[src/rtl/mld_early_exit.sv]
module mld_early_exit #(
  parameter int N             = 15,
  parameter int NUM_CHECKS    = 4,
  parameter int DETECT_CYCLES = 3,
  parameter logic [NUM_CHECKS*N-1:0] CHECK_MASKS =
    {15'h4580, 15'h5808, 15'h6022, 15'h4045}
) (
  input  logic         clk,
  input  logic         rst_n,
  input  logic         start_i,
  input  logic [N-1:0] codeword_i,
  output logic [N-1:0] data_o,
  output logic         err_o,
  output logic         busy_o,
  output logic         done_o
);
  localparam int CW       = $clog2(N + 1);
  localparam int HW       = DETECT_CYCLES - 1;
  localparam int VOTE_MIN = NUM_CHECKS / 2 + 1;

  logic [N-1:0]          word_q, data_q;
  logic [CW-1:0]         step_q;
  logic [HW-1:0]         hist_q;
  logic                  busy_q, done_q, err_q;
  logic [NUM_CHECKS-1:0] sums;
  logic                  flip, any_now, seen;
  logic [N-1:0]          rotated, realigned;
  logic [2*N-1:0]        doubled;

  for (genvar g = 0; g < NUM_CHECKS; g++) begin : g_sum
    assign sums[g] = ^(word_q & CHECK_MASKS[g*N +: N]);
  end

  assign flip      = $countones(sums) >= VOTE_MIN;
  assign any_now   = |sums;
  assign seen      = any_now | (|hist_q);
  assign rotated   = {word_q[N-2:0], word_q[N-1] ^ flip};
  assign doubled   = {word_q, word_q};
  assign realigned = doubled[HW +: N];

  always_ff @(posedge clk or negedge rst_n) begin
    if (!rst_n) begin
      word_q <= '0;
      data_q <= '0;
      step_q <= '0;
      hist_q <= '0;
      busy_q <= 1'b0;
      done_q <= 1'b0;
      err_q  <= 1'b0;
    end else begin
      done_q <= 1'b0;
      if (!busy_q && start_i) begin
        word_q <= codeword_i;
        busy_q <= 1'b1;
        step_q <= '0;
        hist_q <= '0;
        err_q  <= 1'b0;
      end else if (busy_q) begin
        word_q <= rotated;
        step_q <= step_q + 1'b1;
        hist_q <= (hist_q << 1) | HW'(any_now);
        if (step_q == CW'(HW)) begin
          err_q <= seen;
          if (!seen) begin
            busy_q <= 1'b0;
            done_q <= 1'b1;
            data_q <= realigned;
          end
        end
        if (step_q == CW'(N - 1)) begin
          busy_q <= 1'b0;
          done_q <= 1'b1;
          data_q <= rotated;
        end
      end
    end
  end

  assign data_o = data_q;
  assign err_o  = err_q;
  assign busy_o = busy_q;
  assign done_o = done_q;

  logic [CW-1:0] run_len;
  always_ff @(posedge clk or negedge rst_n) begin
    if (!rst_n)      run_len <= '0;
    else if (busy_o) run_len <= run_len + 1'b1;
    else             run_len <= '0;
  end

  a_r2_accept: assert property (@(posedge clk) disable iff (!rst_n)
    (start_i && !busy_o) |=> busy_o);
  a_r3_early_len: assert property (@(posedge clk) disable iff (!rst_n)
    (done_o && !err_o) |-> run_len == CW'(DETECT_CYCLES));
  a_r4_full_len: assert property (@(posedge clk) disable iff (!rst_n)
    (done_o && err_o) |-> run_len == CW'(N));
  a_r6_done_pulse: assert property (@(posedge clk) disable iff (!rst_n)
    done_o |=> !done_o);
  a_r6_busy_fall: assert property (@(posedge clk) disable iff (!rst_n)
    $fell(busy_o) |-> done_o);
  a_r8_data_hold: assert property (@(posedge clk) disable iff (!rst_n)
    !done_o |-> $stable(data_o));
  a_r8_err_idle: assert property (@(posedge clk) disable iff (!rst_n)
    (!busy_o && !start_i) |=> $stable(err_o));
endmodule

[config.mk]
export PLATFORM = sky130hd
export DESIGN_NAME = mld_early_exit
export DESIGN_NICKNAME = d
export VERILOG_FILES = /design/src/rtl/mld_early_exit.sv
export SDC_FILE = /design/constraint.sdc
export NUM_CORES = 1
export LEC_CHECK = 0
export ABC_AREA = 0
export BUFFER_PORTS_ARGS = -buffer_cell sky130_fd_sc_hd__buf_2
export CAP_MARGIN = 20
export CORE_AREA = 2 2 51 76
export CTS_CLUSTER_DIAMETER = 40
export DETAILED_ROUTE_END_ITERATION = 8
export DIE_AREA = 0 0 53 78
export GPL_TIMING_DRIVEN = 0
export PLACE_DENSITY_LB_ADDON = 0.1
export SLEW_MARGIN = 20
export SYNTH_ARGS = -nofsm -noshare
export SYNTH_HDL_FRONTEND = slang
export SYNTH_SLANG_ARGS = --single-unit
[constraint.sdc]
create_clock -name clk -period 5.55 [get_ports clk]
set_clock_uncertainty 0.15 [all_clocks]
set_input_delay 0.8325 -clock clk [delete_from_list [all_inputs] [get_ports clk]]
set_output_delay 0.8325 -clock clk [all_outputs]
set_load 0.01 [all_outputs]
==> results by group <==
Power and ir drop
  • Combinational power share: 0.538
  • Power per Cell Area: 770 nW/um^2
  • Sw Share: 0.424
  • Internal: 1030 uW
  • Tot Pwr: 1780 uW
  • Worst vdd ir: 0.431 mV
  • Static leakage: 0.00105 uW
  • Sw Pwr: 756 uW
  • Clk network pwr share: 0.137
  • Sequential Power Share: 0.325

Min path
  • Worst min-delay path startpoint: data_o[11]$_DFFE_PN0P_
  • Hold Path Stages: 1
  • Type of the worst min-delay path: reg -> reg

Worst setup path
  • CP Class: reg -> reg
  • Worst path required time: 5.63 ns
  • Arr. time, crit path: 2.88 ns
  • Worst Setup SP: word_q[14]$_DFFE_PN0P_
  • FF-to-FF path depth: 11
  • Worst reg2reg path startpoint: word_q[14]$_DFFE_PN0P_
  • Critical path startpoint category: flop
  • CP endpoint kind: flop
  • Crit Path Max Fanout: 7

Timing
  • Final setup viols: 0
  • Rel. slew slack: 0.414
  • Final Hold Viols: 0
  • Tightest Pin Transition: 0.880 ns
  • Unrepaired setup endpoints after global routing: false
  • Clock period minus worst slack: 2.80 ns
  • Slew Limit Fails: 0
  • Fin Setup TNS: 0 ns
  • Fmax: 0.357 GHz
  • Tcrit/Tclk final: 0.504
  • Final Hold Slack: 0.338 ns

Clock tree
  • CTS buffer count: 5
  • Postcts setup bufs: 0
  • Clk root buf: clkbuf_8
  • CTS tree: done
  • H-tree levels: 2
  • Worst skew pair latency: 0.29 ns
  • Resized cells post-CTS: 0
  • Clk buf depth: 2
  • Clk sink count: 39
  • Clock transition at path regs: 0.07 ns
  • Hold-fix buffers, CTS: 0

Cells and area
  • Nets: 241
  • Final core utilization: 0.678
  • Register area: 976 sq um
  • Area grow syn2layout: 17.2%
  • Multi-input logic area: 916 sq um
  • N_diodes: 0
  • Post-route cell area: 2320 sq um
  • Layout cells sized above 1: 0.234
  • Filler instances: 280

Floorplan
  • Std cell rows: 26
  • Die area: 4130 sq um
  • Core area: 3420 sq um
  • Die height: 78 microns
  • DIE WIDTH: 53 microns
  • Starting Density: 0.578
  • Boundary pin count: 36

Global routing
  • Total global-route track usage: 0.236
  • First-pass GRT wire length: 7.20 mm
  • Vias in the first global route: 1596
  • GR Overflow Total: 0
  • Initial antenna violation count: 0
  • Largest net degree at the start of global routing: 40

Synth
  • FF+latch count, synth: 39
  • Sequential area share after synthesis: 0.494
  • Syn Area/Cell: 11.2 sq um
  • Ys Warns: 0
  • Cells after Synth: 176
  • Cell Area, Synth: 1980 sq um
  • Synth unique cells: 27
  • Syn Nets: 200

Drt
  • Initial drt markers: 55
  • # DRC: 0
  • Initial DRT Pass Iterations: 4
  • Routed WL: 4.38 mm
  • DRT antenna net count: 0
  • Drt wl/cell: 16.8 microns
  • Vias: 1498
  • Vias/cell: 5.76

Placed design
  • GPL Wtd Cong: 0.809
  • Port Buffers: 34
  • HPWL Detailed: 3.21 mm
  • Placed Instance Area: 2200 sq um

Outcome
  • Outcome: completed

Job
  • Max cap viols: 0
cell families after synthesis:
family | after synthesis | share of synthesized area
simple gates | 29 | 0.0779
fa+ha+maj | 6 | 0.0418
compound gates | 58 | 0.203
mux | 15 | 0.0760
flops | 39 | 0.494
xor+xnor | 13 | 0.0652
buf+inv | 16 | 0.0424
power by group through the flow:
stage	Clock (uW)	Sequential (uW)	Combinational, uW
floorplan	0	572	694
global route	260	594	1090
CTS	249	577	980
finish	244	580	960
global placement	0	571	887
detailed placement	0	581	976
placed cells by master, fill, tap and decap left out:
cell type	n
a21oi_1	2
a22o_1	1
a31oi_1	1
a32o_1	1
a41oi_1	1
buf_2	35
buf_6	3
bufinv_16	1
clkbuf_1	6
clkbuf_8	6
clkinv_2	1
dfrtp_1	39
fa_1	1
ha_1	5
inv_1	6
mux2i_1	15
nand2_1	18
nand2_4	1
nand2b_1	2
nand3_1	1
nand4_1	2
nand4_4	1
nor2_1	3
nor4_2	1
o21a_1	15
o21ai_0	21
o21bai_1	1
o22a_1	15
xnor2_1	11
xnor2_2	2
synth_stat cells (all sizes together):
master,instances,share of area
dfrtp,39,0.49
o21ai,21,0.053
nand2,19,0.040
mux2i,15,0.076
o21a,15,0.057
o22a,15,0.066
xnor2,13,0.065
clkbuf,6,0.011
inv,6,0.011
ha,5,0.032
buf,4,0.020
nand4,3,0.017
nor2,3,0.0057
a21oi,2,0.0051
nand2b,2,0.0063
a22o,1,0.0044
a31oi,1,0.0032
a32o,1,0.0051
a41oi,1,0.0044
fa,1,0.010
nand3,1,0.0025
nor4,1,0.0063
o21bai,1,0.0038
area by class of cell:
cell class	instances	share of cell area
multi-input combinational	121	0.395
clock inverter	2	0.0151
timing repair buffer	34	0.0735
tap	42	0.0227
inverter	6	0.00972
clock buffer	6	0.0357
sequential	39	0.421
buffer	10	0.0265
final timing paths:
path | slack [ns] | to
hold reg to reg | 0.34 | data_o[11]$_DFFE_PN0P_
setup reg to reg | 2.75 | data_o[0]$_DFFE_PN0P_
min in group asynchronous | 0.51 | hist_q[0]$_DFFE_PN0P_
max in group asynchronous | 4.19 | data_o[12]$_DFFE_PN0P_
setup / recovery | 2.75 | data_o[0]$_DFFE_PN0P_
hold / removal | 0.34 | data_o[11]$_DFFE_PN0P_
critical path, cell delays in order (launching register included):
cell and delay [ns]:
dfrtp_1 0.38, buf_6 0.14, xnor2_1 0.24, xnor2_2 0.17
fa_1 0.50, inv_1 0.04, ha_1 0.20, ha_1 0.27
a21oi_1 0.18, xnor2_1 0.18, o22a_1 0.19, o21a_1 0.11
flip-flops by register name, summed over array words and instances (netlist names):
name and count:
word_q 15, step_q 4, done_o 1, err_o 1
hist_q 2, busy_o 1, data_o 15
metal layers:
metal | vias to the layer above | track usage | share of wire
met4 | 0 | 0.0949 | 0.018
met5 | - | 0 | 0
met2 | 40 | 0.403 | 0.54
met1 | 744 | 0.279 | 0.41
li1 | 705 | - | -
met3 | 9 | 0.0519 | 0.037
metrics by stage:
step / setup WS (ns) / cells
6_report: 2.75 / 260
5_1_grt: 2.60 / 260
3_5_place_dp: 2.77 / 252
2_1_floorplan: 2.94 / 176
4_1_cts: 2.75 / 260
3_3_place_gp: 2.82 / 252
No activity file was read; power rests on OpenSTA's default activity.
